**src/rtl/mesi_pkg.sv**
```systemverilog
package mesi_pkg;
  typedef enum logic [1:0] {ST_I = 2'd0, ST_S = 2'd1, ST_E = 2'd2, ST_M = 2'd3} line_st_t;
  typedef enum logic [1:0] {BOP_READ = 2'd0, BOP_RFO = 2'd1, BOP_INV = 2'd2, BOP_WB = 2'd3} bus_op_t;
  typedef enum logic [1:0] {SN_READ = 2'd0, SN_RFO = 2'd1, SN_INV = 2'd2, SN_NONE = 2'd3} snp_kind_t;
endpackage

```
**src/rtl/mesi_tag_array.sv**
```systemverilog
module mesi_tag_array
  import mesi_pkg::*;
#(
  parameter int LINES = 16,
  parameter int TAG_W = 8,
  localparam int IDX_W = $clog2(LINES)
) (
  input  logic             clk,
  input  logic             rst_n,
  input  logic [IDX_W-1:0] a_idx,
  output line_st_t         a_st,
  output logic [TAG_W-1:0] a_tag,
  input  logic [IDX_W-1:0] b_idx,
  output line_st_t         b_st,
  output logic [TAG_W-1:0] b_tag,
  input  logic             s_we,
  input  logic [IDX_W-1:0] s_idx,
  input  line_st_t         s_st,
  input  logic             c_we,
  input  logic [IDX_W-1:0] c_idx,
  input  line_st_t         c_st,
  input  logic [TAG_W-1:0] c_tag
);
  line_st_t         st_v  [LINES];
  logic [TAG_W-1:0] tag_v [LINES];

  for (genvar g = 0; g < LINES; g++) begin : g_line
    line_st_t         st_q, st_d;
    logic [TAG_W-1:0] tg_q, tg_d;
    logic             en;

    always_comb begin
      st_d = st_q;
      tg_d = tg_q;
      if (c_we && c_idx == IDX_W'(g)) begin
        st_d = c_st;
        tg_d = c_tag;
      end
      // snoop update wins on a shared index
      if (s_we && s_idx == IDX_W'(g)) st_d = s_st;
      en = (st_d != st_q) || (tg_d != tg_q);
    end

    always_ff @(posedge clk or negedge rst_n) begin
      if (!rst_n) begin
        st_q <= ST_I;
        tg_q <= '0;
      end else if (en) begin
        st_q <= st_d;
        tg_q <= tg_d;
      end
    end

    assign st_v[g]  = st_q;
    assign tag_v[g] = tg_q;
  end

  assign a_st  = st_v[a_idx];
  assign a_tag = tag_v[a_idx];
  assign b_st  = st_v[b_idx];
  assign b_tag = tag_v[b_idx];
endmodule

```
**src/rtl/mesi_snoop_resp.sv**
```systemverilog
module mesi_snoop_resp
  import mesi_pkg::*;
#(
  parameter int TAG_W = 8
) (
  input  logic             valid,
  input  snp_kind_t        kind,
  input  logic [TAG_W-1:0] tag,
  input  line_st_t         line_st,
  input  logic [TAG_W-1:0] line_tag,
  output logic             hit,
  output logic             upd,
  output line_st_t         new_st,
  output logic             shared,
  output logic             supply,
  output logic             retry,
  output logic             wb
);
  always_comb begin
    hit    = valid && (line_st != ST_I) && (line_tag == tag);
    upd    = 1'b0;
    new_st = line_st;
    shared = 1'b0;
    supply = 1'b0;
    retry  = 1'b0;
    wb     = 1'b0;
    if (hit) begin
      unique case (kind)
        SN_READ: begin
          shared = 1'b1;
          if (line_st == ST_E || line_st == ST_M) begin
            supply = 1'b1;
            wb     = (line_st == ST_M);
            upd    = 1'b1;
            new_st = ST_S;
          end
        end
        SN_RFO: begin
          upd    = 1'b1;
          new_st = ST_I;
          if (line_st == ST_M) begin
            retry = 1'b1;
            wb    = 1'b1;
          end
        end
        SN_INV: begin
          upd    = 1'b1;
          new_st = ST_I;
        end
        default: ;
      endcase
    end
  end
endmodule

```
**src/rtl/mesi_req_fsm.sv**
```systemverilog
module mesi_req_fsm
  import mesi_pkg::*;
#(
  parameter int TAG_W = 8,
  parameter int IDX_W = 4,
  localparam int ADDR_W = TAG_W + IDX_W
) (
  input  logic              clk,
  input  logic              rst_n,
  input  logic              cpu_req,
  input  logic              cpu_we,
  input  logic [ADDR_W-1:0] cpu_addr,
  output logic              cpu_done,
  output line_st_t          cpu_state,
  output logic [IDX_W-1:0]  lk_idx,
  input  line_st_t          lk_st,
  input  logic [TAG_W-1:0]  lk_tag,
  input  logic              conflict,
  output logic              bus_req,
  output bus_op_t           bus_op,
  output logic [ADDR_W-1:0] bus_addr,
  input  logic              bus_gnt,
  input  logic              bus_shared_in,
  input  logic              bus_retry_in,
  output logic              wr_en,
  output line_st_t          wr_st,
  output logic [TAG_W-1:0]  wr_tag
);
  typedef enum logic [1:0] {FS_IDLE, FS_LOOK, FS_BUS} fs_t;

  fs_t               fs_q, fs_d;
  logic              we_q, we_d;
  logic [ADDR_W-1:0] addr_q, addr_d;
  bus_op_t           op_q, op_d;
  logic              done_q, done_d;
  line_st_t          dst_q, dst_d;
  logic [TAG_W-1:0]  rq_tag;
  logic              hit;

  assign rq_tag = addr_q[ADDR_W-1:IDX_W];
  assign lk_idx = addr_q[IDX_W-1:0];
  assign hit    = (lk_st != ST_I) && (lk_tag == rq_tag);

  always_comb begin
    fs_d   = fs_q;
    we_d   = we_q;
    addr_d = addr_q;
    op_d   = op_q;
    done_d = 1'b0;
    dst_d  = dst_q;
    wr_en  = 1'b0;
    wr_st  = ST_I;
    wr_tag = rq_tag;
    unique case (fs_q)
      FS_IDLE: if (cpu_req) begin
        we_d   = cpu_we;
        addr_d = cpu_addr;
        fs_d   = FS_LOOK;
      end
      FS_LOOK: if (!conflict) begin
        if (hit && !we_q) begin
          done_d = 1'b1; dst_d = lk_st; fs_d = FS_IDLE;
        end else if (hit && lk_st == ST_S) begin
          op_d = BOP_INV; fs_d = FS_BUS;
        end else if (hit) begin
          wr_en  = (lk_st == ST_E);
          wr_st  = ST_M;
          done_d = 1'b1; dst_d = ST_M; fs_d = FS_IDLE;
        end else if (lk_st == ST_M) begin
          op_d = BOP_WB; fs_d = FS_BUS;
        end else begin
          op_d = we_q ? BOP_RFO : BOP_READ; fs_d = FS_BUS;
        end
      end
      FS_BUS: begin
        if (conflict || (bus_gnt && bus_retry_in)) begin
          fs_d = FS_LOOK;
        end else if (bus_gnt) begin
          wr_en = 1'b1;
          if (op_q == BOP_WB) begin
            wr_st  = ST_I;
            wr_tag = lk_tag;
            fs_d   = FS_LOOK;
          end else begin
            wr_st  = (op_q == BOP_READ) ? (bus_shared_in ? ST_S : ST_E) : ST_M;
            done_d = 1'b1;
            dst_d  = wr_st;
            fs_d   = FS_IDLE;
          end
        end
      end
      default: fs_d = FS_IDLE;
    endcase
  end

  always_ff @(posedge clk or negedge rst_n) begin
    if (!rst_n) begin
      fs_q   <= FS_IDLE;
      we_q   <= 1'b0;
      addr_q <= '0;
      op_q   <= BOP_READ;
      done_q <= 1'b0;
      dst_q  <= ST_I;
    end else begin
      fs_q   <= fs_d;
      we_q   <= we_d;
      addr_q <= addr_d;
      op_q   <= op_d;
      done_q <= done_d;
      dst_q  <= dst_d;
    end
  end

  assign cpu_done  = done_q;
  assign cpu_state = dst_q;
  assign bus_req   = (fs_q == FS_BUS);
  assign bus_op    = op_q;
  assign bus_addr  = (op_q == BOP_WB) ? {lk_tag, lk_idx} : addr_q;
endmodule

```
**src/rtl/mesi_ctrl.sv**
```systemverilog
module mesi_ctrl
  import mesi_pkg::*;
#(
  parameter int LINES = 16,
  parameter int TAG_W = 8,
  localparam int IDX_W  = $clog2(LINES),
  localparam int ADDR_W = TAG_W + IDX_W
) (
  input  logic              clk,
  input  logic              rst_n,
  input  logic              cpu_req,
  input  logic              cpu_we,
  input  logic [ADDR_W-1:0] cpu_addr,
  output logic              cpu_done,
  output logic [1:0]        cpu_state,
  output logic              bus_req,
  output logic [1:0]        bus_op,
  output logic [ADDR_W-1:0] bus_addr,
  input  logic              bus_gnt,
  input  logic              bus_shared_in,
  input  logic              bus_retry_in,
  input  logic              snp_valid,
  input  logic [1:0]        snp_type,
  input  logic [ADDR_W-1:0] snp_addr,
  output logic              snp_shared,
  output logic              snp_supply,
  output logic              snp_retry,
  output logic              snp_wb
);
  logic [1:0]       rs_q;
  logic             rst_sync_n;
  logic [IDX_W-1:0] lk_idx;
  line_st_t         lk_st, sn_st, sn_new, wr_st, dst;
  logic [TAG_W-1:0] lk_tag, sn_tag, wr_tag;
  logic             sn_hit, sn_upd, wr_en, conflict;
  bus_op_t          op;

  always_ff @(posedge clk or negedge rst_n) begin
    if (!rst_n) rs_q <= 2'b00;
    else        rs_q <= {rs_q[0], 1'b1};
  end
  assign rst_sync_n = rs_q[1];

  mesi_tag_array #(.LINES(LINES), .TAG_W(TAG_W)) u_tags (
    .clk(clk), .rst_n(rst_sync_n),
    .a_idx(lk_idx), .a_st(lk_st), .a_tag(lk_tag),
    .b_idx(snp_addr[IDX_W-1:0]), .b_st(sn_st), .b_tag(sn_tag),
    .s_we(sn_upd), .s_idx(snp_addr[IDX_W-1:0]), .s_st(sn_new),
    .c_we(wr_en), .c_idx(lk_idx), .c_st(wr_st), .c_tag(wr_tag)
  );

  mesi_snoop_resp #(.TAG_W(TAG_W)) u_snoop (
    .valid(snp_valid), .kind(snp_kind_t'(snp_type)), .tag(snp_addr[ADDR_W-1:IDX_W]),
    .line_st(sn_st), .line_tag(sn_tag),
    .hit(sn_hit), .upd(sn_upd), .new_st(sn_new),
    .shared(snp_shared), .supply(snp_supply), .retry(snp_retry), .wb(snp_wb)
  );

  assign conflict = sn_hit && (snp_addr[IDX_W-1:0] == lk_idx);

  mesi_req_fsm #(.TAG_W(TAG_W), .IDX_W(IDX_W)) u_fsm (
    .clk(clk), .rst_n(rst_sync_n),
    .cpu_req(cpu_req), .cpu_we(cpu_we), .cpu_addr(cpu_addr),
    .cpu_done(cpu_done), .cpu_state(dst),
    .lk_idx(lk_idx), .lk_st(lk_st), .lk_tag(lk_tag), .conflict(conflict),
    .bus_req(bus_req), .bus_op(op), .bus_addr(bus_addr),
    .bus_gnt(bus_gnt), .bus_shared_in(bus_shared_in), .bus_retry_in(bus_retry_in),
    .wr_en(wr_en), .wr_st(wr_st), .wr_tag(wr_tag)
  );

  assign cpu_state = dst;
  assign bus_op    = op;
endmodule

```
**config.mk**
```make
export PLATFORM = sky130hd
export DESIGN_NAME = mesi_ctrl
export DESIGN_NICKNAME = d
export VERILOG_FILES = /design/src/rtl/mesi_pkg.sv /design/src/rtl/mesi_tag_array.sv /design/src/rtl/mesi_snoop_resp.sv /design/src/rtl/mesi_req_fsm.sv /design/src/rtl/mesi_ctrl.sv
export SDC_FILE = /design/constraint.sdc
export NUM_CORES = 1
export LEC_CHECK = 0
export CAP_MARGIN = 20
export CORE_ASPECT_RATIO = 0.6
export CORE_UTILIZATION = 55
export CTS_CLUSTER_DIAMETER = 200
export DETAILED_ROUTE_END_ITERATION = 6
export DONT_BUFFER_PORTS = 1
export GPL_TIMING_DRIVEN = 0
export HOLD_SLACK_MARGIN = 0.15
export MAX_ROUTING_LAYER = met4
export PLACE_DENSITY_LB_ADDON = 0.05
export SYNTH_ARGS = -nofsm -noshare
export SYNTH_HDL_FRONTEND = slang
export SYNTH_SLANG_ARGS = --single-unit
```
**constraint.sdc**
```tcl
create_clock -name clk -period 6.2 [get_ports clk]
set_input_delay 0.93 -clock clk [delete_from_list [all_inputs] [get_ports clk]]
set_output_delay 0.93 -clock clk [all_outputs]
set_load 0.005 [all_outputs]
```
After elaboration in Yosys (flattened, before gate mapping)
Cells that the tools add are included.
{"block": "classes", "n_lt_le_gt_ge": 2, "n_eq_ne": 84, "mux": 127, "bitwise": 4, "n_reduce_logical": 71}
{"cell": "8-bit 2-to-1 mux", "count": 24}
{"cell": "2-bit 2-to-1 mux", "count": 64}
{"cell": "8-bit inequality test", "count": 16}
{"cell": "8-bit binary-select mux with 4-bit select", "count": 2}
{"cell": "4-bit equality test (second input constant)", "count": 16}
{"cell": "1-bit logical AND", "count": 39}
{"cell": "4-bit by 3-bit equality test with 1-bit output (second input constant)", "count": 8}
{"cell": "2-bit inequality test", "count": 16}
{"cell": "1-bit 2-to-1 mux", "count": 26}
{"cell": "1-bit logical OR", "count": 18}
{"cell": "2-bit binary-select mux with 4-bit select", "count": 2}
{"cell": "4-bit by 2-bit equality test with 1-bit output (second input constant)", "count": 4}
{"cell": "8-bit equality test", "count": 2}
{"cell": "2-bit equality test (second input constant)", "count": 7}
{"cell": "12-bit 2-to-1 mux", "count": 1}
{"cell": "2-bit one-hot mux with 2 select lines", "count": 3}
{"cell": "5-bit >= comparator (second input constant)", "count": 2}
{"cell": "2-bit inequality test (second input constant)", "count": 5}
{"cell": "4-bit NOT with 5-bit output", "count": 2}
{"cell": "4-bit by 1-bit equality test with 1-bit output (second input constant)", "count": 2}
{"cell": "4-bit logical NOT", "count": 2}
{"cell": "1-bit one-hot mux with 2 select lines", "count": 4}
{"cell": "7-bit AND reduction", "count": 1}
{"cell": "2-bit by 1-bit equality test with 1-bit output (second input constant)", "count": 3}
{"cell": "other kinds (13)", "count": 19}
{"block": "totals", "ff_bits": 182, "input_bits": 34, "out_inout_bits": 22}

Depth between registers and ports, before layout
Gate-level depths: netlist of the first run.
{"block": "depth", "word_depth": 16, "ltp_mapped": 16}

Hierarchy
Synthesis of the first run repeated with hierarchy kept, for this count alone.
{"block": "hier_totals", "hier_cells": 874, "hier_area_um2": 10936.7}
{"mod": "mesi_tag_array", "n_inst": 1, "cells_each": 693, "area_per_inst_um2": 9078.7}
{"mod": "mesi_req_fsm", "n_inst": 1, "cells_each": 139, "area_per_inst_um2": 1440.1}
{"mod": "mesi_snoop_resp", "n_inst": 1, "cells_each": 30, "area_per_inst_um2": 299.0}
{"mod": "mesi_ctrl", "n_inst": 1, "cells_each": 12, "area_per_inst_um2": 118.9}

Least setup slack after synthesis of the first run
Ideal clock, no wire load.
{"block": "synth_path", "path_kind": "input port to flip-flop", "start": "input snp_addr[0]", "end": "register u_tags.g_line[10].tg_q[6]", "setup_time_ps": 125, "arrival_ps": 3848, "t_required_ps": 6075, "slack_ps": 2227, "stages": 14, "n_path_buf": 5, "cell_sequence": "buf_2 nor2_1 clkbuf_1 a22o_1 a221oi_1 xor2_1 nor4_1 o2111a_1 buf_2 or2_1 buf_2 mux2_2 clkbuf_1 mux2_4"}
{"block": "synth_via", "elab_chain_cells": 16}
{"item": "start: declaration", "line": "mesi_ctrl.sv:24", "source": "input logic [ADDR_W-1:0] snp_addr,"}
{"item": "parallel branches: the longest is 16 deep, another holds 8-bit binary-select mux with 4-bit select"}
{"item": "end signal: assignment", "line": "mesi_tag_array.sv:50", "source": "tg_q <= tg_d;"}
{"item": "end: declaration", "line": "mesi_tag_array.sv:29", "source": "logic [TAG_W-1:0] tg_q, tg_d;"}
Several ways; the timed one is not identified. The select of a mux whose other input is x is not followed.
A chain may end at the register's enable or synchronous reset.

Worst setup path after layout of the first run
{"block": "layout_path", "start": "input snp_addr[0]", "end": "register u_tags.g_line[13].tg_q[0]"}
{"block": "layout_via", "elab_chain_cells": 16}
{"item": "parallel branches: the longest is 16 deep, another holds 8-bit binary-select mux with 4-bit select"}
{"item": "end signal: assignment", "line": "mesi_tag_array.sv:50"}
{"item": "end: declaration", "line": "mesi_tag_array.sv:29"}
Several ways; the timed one is not identified. The select of a mux whose other input is x is not followed.

==> flow_summary.json, run 1 <==
{
  "status": "completed",
  "cts.hold.buffers_added": 0,
  "root_buffer": "clkbuf_16",
  "drt-pass1-iter-count": 5,
  "max_freq_mhz": 186.0,
  "final_common_cell": "dfrtp_1",
  "ys_top_cells_by_area": "dfrtp_1 (40%), mux2_2 (13%), mux2i_1 (13%)",
  "slew_headroom_pct": 24.88,
  "port_buffers": 0,
  "tightest_slew_ps": 1123,
  "synth_top_flop_cell": "dfrtp_1",
  "maxCapViolations": 0,
  "htree_levels": 4,
  "grt_start_max_net_pins": 74,
  "grt_pass1_wl_um": 55490,
  "initial_core_util_pct": 56.69,
  "synth_top_area_share_pct": 39.73,
  "grt_usage_pct": 37.30,
  "timing.rr.start": "u_fsm.addr_q[3]",
  "drive_gt1_share_pct": 30.93,
  "antenna_found_initial": 0,
  "clk_latency_ps": 460,
  "numCtsBuffers": 17,
  "async_flop_share_pct": 100.0,
  "yosys_warnings": 0,
  "crit_path_start_kind": "primary input",
  "viasPerCell": 6.882,
  "ys_ff_latch": 182,
  "ios": 56,
  "required_ps": 6530,
  "area_growth_pct": 9.289,
  "setup_viol": 0,
  "p_total_w": 0.005252,
  "hp-class": "in -> async",
  "drt_wl_total_um": 37510,
  "post-cts-setup-buffer-count": 0,
  "synth_fp_nets": 983,
  "die_height_um": 113.8,
  "min_period_ps": 5376,
  "cp.arrival_ps": 5710,
  "vias": 8644,
  "nets": 1011,
  "synth_area_um2": 11460,
  "placementRows": 40,
  "hold_viol": 0,
  "setup.worst_path.start": "snp_addr[0]",
  "cts_tree": "built",
  "dieWidth_um": 188.4,
  "drtIter0Drc": 1153,
  "syn_area_per_cell_um2": 12.17,
  "drc": 0,
  "synth.distinct_cells": 60,
  "synth_edf_count": 0,
  "final_cell_mix": "dfrtp_1 (181), mux2i_1 (145), mux2_2 (131), mux4_2 (41), nand2_1 (36)",
  "critPathMaxFanout": 10,
  "antenna_left": 0,
  "cts_buffer_depth": 2,
  "clk_pin_slew_ps": 60,
  "cts.repair.resized": 0,
  "antenna_cells": 0,
  "ir_worst_vdd_mv": 0.3122,
  "path_class": "in -> reg",
  "finClkSkew_ps": 13.43,
  "placed_area_um2": 11900,
  "dp_hpwl_um": 26320,
  "place.gp.congestion": 0.9237,
  "grt_pass1_vias": 8465,
  "yosysSeqAreaShare_pct": 39.73,
  "min_period_over_period_pct": 86.72,
  "syn_inst": 942,
  "cellPowerDensity_nw_per_um2": 419.3,
  "die_area_um2": 21440,
  "fin_area_um2": 12530,
  "critPathCaptureType": "register",
  "yosysTopAreaCell": "dfrtp_1",
  "overflow": 0,
  "clock-sinks": 182,
  "grt_setup_unrepaired": "no",
  "core_area_um2": 20220,
  "slew_violations": 0,
  "p_leak_nw": 5.838,
  "wl_per_cell_um": 29.86
}
-- critical path, stage by stage --
cell      delay, ps
buf_2           280
nor2b_1         500
buf_2           420
a22oi_1         180
a21oi_1         350
o211ai_1        150
nor4_1          680
o2111a_1        340
buf_2           220
buf_2           250
a211o_1         140
clkbuf_1        830
mux2_2          420
-- cells in the mapped netlist, types with 6 or more instances --
cell type / n
a22o_1: 14
mux2i_1: 145
a21oi_1: 28
o21ai_0: 14
and3_1: 7
nor2_1: 21
mux2_2: 131
buf_4: 13
dfrtp_1: 182
inv_1: 10
clkbuf_1: 31
nor2b_1: 13
and2_1: 7
o211ai_1: 6
ha_1: 7
xnor2_1: 6
mux4_2: 41
and4_1: 6
buf_2: 24
nand2_1: 36
a211oi_2: 7
a211o_1: 12
a22oi_1: 18
nor4_1: 8
a21o_1: 6
buf_1: 13
nand3_1: 25
xor2_1: 8
mux2_4: 32
nor3_1: 10
-- stage by stage --
stage               setup TNS, ps  worst slack, ps  util [%]  hold slack, ps  cells
floorplan                       0            753.0         -           331.2    942
global placement          -186570            -1048     58.38           336.8   1215
detailed placement              0            660.9     58.87           333.2   1220
CTS                             0             1100     61.78           162.9   1252
global route                    0            820.3     61.96           153.0   1256
finish                          0            823.6     61.96           172.8   1256
-- path summary, 6_finish.rpt --
path                                             end  slack [ps]  depth (start not counted)
setup / recovery           u_tags.g_line[13].tg_q[0]         820                         13
hold / removal                               rs_q[1]         170                          0
setup reg to reg            u_tags.g_line[0].tg_q[6]         990                         13
hold reg to reg             u_tags.g_line[9].tg_q[0]         310                          0
max in group asynchronous              u_fsm.fs_q[0]        5130                          1
min in group clk                             rs_q[1]         360                          0
-- registers in the layout, summed over array words and instances (netlist names) --
signal / flops
u_tags.g_line.tg_q: 128
u_tags.g_line.st_q: 32
u_fsm.addr_q: 12
rs_q: 2
u_fsm.bus_op: 2
u_fsm.cpu_state: 2
u_fsm.fs_q: 2
u_fsm.cpu_done: 1
u_fsm.we_q: 1
-- routing by layer --
layer  wire (um)  global-route usage, %
met2       15270                  49.62
met3        5088                  15.51
met5           0                      -
met4         768                  10.54
met1       16380                  51.55
-- area by class of cell --
cell class              instances  area, um^2
plain buffers                  83       405.4
clock buffers                  18       439.2
clock inverters                14       147.6
fillers                      1595        7692
inverters                      10       37.54
multi-input cells             667        6471
flip-flops and latches        182        4558
well taps                     273       341.6
repair buffers                  9       126.4
-- cell families (layout without fill, tap and decap cells) --
group / after synthesis / count (layout) / synth area share, %
buffers and inverters: 93 / 134 / 3.864
multiplexers: 349 / 349 / 37.78
adder cells (fa/ha/maj): 7 / 7 / 0.7641
AND/OR/NAND/NOR: 166 / 166 / 8.296
other: 1 / 1 / 0.03272
flip-flops: 182 / 182 / 39.73
XOR/XNOR: 14 / 14 / 1.070
AO/OA/AOI/OAI: 130 / 130 / 8.460
-- power by group --
group	switching, W	internal, W	leakage (nW)
combinational	0.00137	0.000965	3.23
clock	0.000512	0.000608	0.287
sequential	0.000299	0.00150	2.32
Note: power is estimated with default switching activity, not from simulation.
==> inputs of run 2 (changes only) <==
--- a/config.mk
+++ b/config.mk
@@ -7,7 +7,7 @@
 export LEC_CHECK = 0
 export CAP_MARGIN = 20
 export CORE_ASPECT_RATIO = 0.6
-export CORE_UTILIZATION = 55
+export CORE_UTILIZATION = 34
 export CTS_CLUSTER_DIAMETER = 200
 export DETAILED_ROUTE_END_ITERATION = 6
 export DONT_BUFFER_PORTS = 1
==> constraint.sdc (replaced) <==
create_clock -name clk -period 6.2 [get_ports clk]
set_input_delay 1.24 -clock clk [delete_from_list [all_inputs] [get_ports clk]]
set_output_delay 1.24 -clock clk [all_outputs]
set_load 0.005 [all_outputs]
==> flow_summary.json, run 2 (synthesis results as in run 1) <==
{
  "grt_setup_unrepaired": "no",
  "drc": 0,
  "root_buffer": "clkbuf_16",
  "clk_pin_slew_ps": 70,
  "finClkSkew_ps": 9.085,
  "drtIter0Drc": 786,
  "reg_top3": "u_tags.g_line.tg_q: 128 flops, u_tags.g_line.st_q: 32 flops, u_fsm.addr_q: 12 flops",
  "worst_slack_ps": 314.8,
  "cts.repair.resized": 0,
  "hold_viol": 0,
  "grt_pass1_vias": 8196,
  "nets": 1011,
  "clk_latency_ps": 460,
  "placed_area_um2": 12190,
  "cts_tree": "built",
  "slew_violations": 0,
  "viasPerCell": 5.808,
  "hp-class": "reg -> async",
  "r2r_slack_ps": 630,
  "overflow": 0,
  "slew_headroom_pct": 24.70,
  "place_ws_ps": 75.41,
  "critPathCapture": "snp_retry",
  "min_period_ps": 5885,
  "required_ps": 4960,
  "setup.worst_path.start": "snp_addr[0]",
  "drive_gt1_share_pct": 30.93,
  "p_leak_nw": 5.846,
  "htree_levels": 4,
  "antenna_cells": 0,
  "tightest_slew_ps": 1130,
  "port_buffers": 0,
  "maxCapViolations": 0,
  "grt_usage_pct": 26.96,
  "cellPowerDensity_nw_per_um2": 416.4,
  "post-cts-setup-buffer-count": 0,
  "reg2reg_depth": 10,
  "grt_start_max_net_pins": 53,
  "dp_hpwl_um": 30860,
  "crit_path_start_kind": "primary input",
  "die_area_um2": 34480,
  "final_common_cell": "dfrtp_1",
  "fin_area_um2": 12770,
  "largest_reg_flops": 128,
  "cts_buffer_depth": 2,
  "placementRows": 51,
  "tns_ps": 0,
  "rr_endpoint": "u_tags.g_line[0].tg_q[0]",
  "cp.arrival_ps": 4650,
  "place.gp.congestion": 0.8832,
  "max_freq_mhz": 169.9,
  "clock-sinks": 182,
  "drt-pass1-iter-count": 5,
  "setup_viol": 0,
  "ios": 56,
  "antenna_left": 0,
  "drt_wl_total_um": 43220,
  "wl_per_cell_um": 30.16,
  "vias": 8323,
  "cts.hold.buffers_added": 0,
  "area_growth_pct": 11.42,
  "critPathMaxFanout": 10,
  "dieWidth_um": 239.0,
  "status": "completed",
  "grt_pass1_wl_um": 62130,
  "ir_worst_vdd_mv": 0.2361,
  "die_height_um": 144.2,
  "antenna_found_initial": 0,
  "timing.rr.start": "u_fsm.addr_q[0]",
  "initial_core_util_pct": 34.95,
  "numCtsBuffers": 17,
  "min_period_over_period_pct": 94.92,
  "final_cell_mix": "dfrtp_1 (181), mux2i_1 (145), mux2_2 (131), mux4_2 (41), nand2_1 (36)",
  "core_area_um2": 32800,
  "critPathCaptureType": "output pin",
  "path_class": "in -> out",
  "top_register": "u_tags.g_line.tg_q"
}
==> run 2: cell count changes in the layout (fill, tap and decap cells not counted), sizes merged <==
cell      before  now
inv           14   11
buf           60   61
clkbuf        50   51
clkinvlp       2    3
==> run 2: report_power, final <==
group          switching [W]  leakage, nW  total [W]  internal, W
Clock               0.000516        0.276    0.00112     0.000604
Combinational        0.00140         3.25    0.00236     0.000966
Sequential          0.000334         2.32    0.00183      0.00150
Total                0.00225         5.85    0.00532      0.00307
==> run 2: critical path, cell delays in order <==
cell and delay [ps]:
buf_2 290, nor2_1 170, clkbuf_1 470, a22o_1 360, a221oi_1 600, xor2_1 140, nor4_1 680, o211ai_1 220
inv_1 150, and3_1 180, and2_1 140
==> run 2: worst min path at each step <==
| stage | end | depth (start not counted) | startpoint |
|---|---|---|---|
| final | u_tags.g_line[8].tg_q[2] | 0 | rs_q[1] |
| after global routing | rs_q[1] | 0 | rs_q[0] |
| after CTS | u_tags.g_line[8].tg_q[2] | 0 | rs_q[1] |
| after detailed placement | rs_q[1] | 0 | rs_q[0] |
| after global placement | rs_q[1] | 0 | rs_q[0] |
| after floorplan | rs_q[1] | 0 | rs_q[0] |
==> run 2: final cells by class <==
type / count / area, um^2
Fill cell: 3164 / 20030
Multi-Input combinational cell: 667 / 6471
Sequential cell: 182 / 4558
Tap cell: 450 / 563.0
Clock buffer: 20 / 446.7
Buffer: 83 / 407.9
Timing Repair Buffer: 9 / 157.7
Clock inverter: 12 / 128.9
Inverter: 10 / 37.54
==> run 2: through the flow <==
stage | std cells | hold slack (ps) | utilization, % | total power, W
2_1_floorplan | 942 | 331.2 | - | 0.003370
3_3_place_gp | 1392 | 336.6 | 36.66 | 0.004176
3_5_place_dp | 1400 | 344.3 | 37.17 | 0.004186
4_1_cts | 1432 | 362.0 | 38.92 | 0.005319
5_1_grt | 1433 | 366.0 | 38.94 | 0.005604
6_report | 1433 | 337.6 | 38.94 | 0.005318
==> run 2: routing by layer <==
metal / vias to the layer above / global-route usage (%) / part of all wire [%]
met2: 309 / 34.50 / 39
met5: - / - / 0
met1: 4343 / 40.95 / 52
li1: 3620 / - / -
met3: 51 / 6.223 / 7.1
met4: 0 / 7.861 / 2.1
==> inputs of run 3 (changes only) <==
==> constraint.sdc (replaced) <==
create_clock -name clk -period 7.32 [get_ports clk]
set_input_delay 1.464 -clock clk [delete_from_list [all_inputs] [get_ports clk]]
set_output_delay 1.464 -clock clk [all_outputs]
set_load 0.005 [all_outputs]
==> results of run 3 <==
Same layout as run 2 (identical final DEF). Status: completed.
Among the figures that moved: setup slack after placement 75.41 ps -> 971.4 ps; setup slack after layout 314.8 ps -> 986.8 ps; register-to-register setup slack 630 ps -> 1750 ps; total power 0.005318 W -> 0.004504 W; worst IR drop on VDD 0.2361 mV -> 0.2000 mV
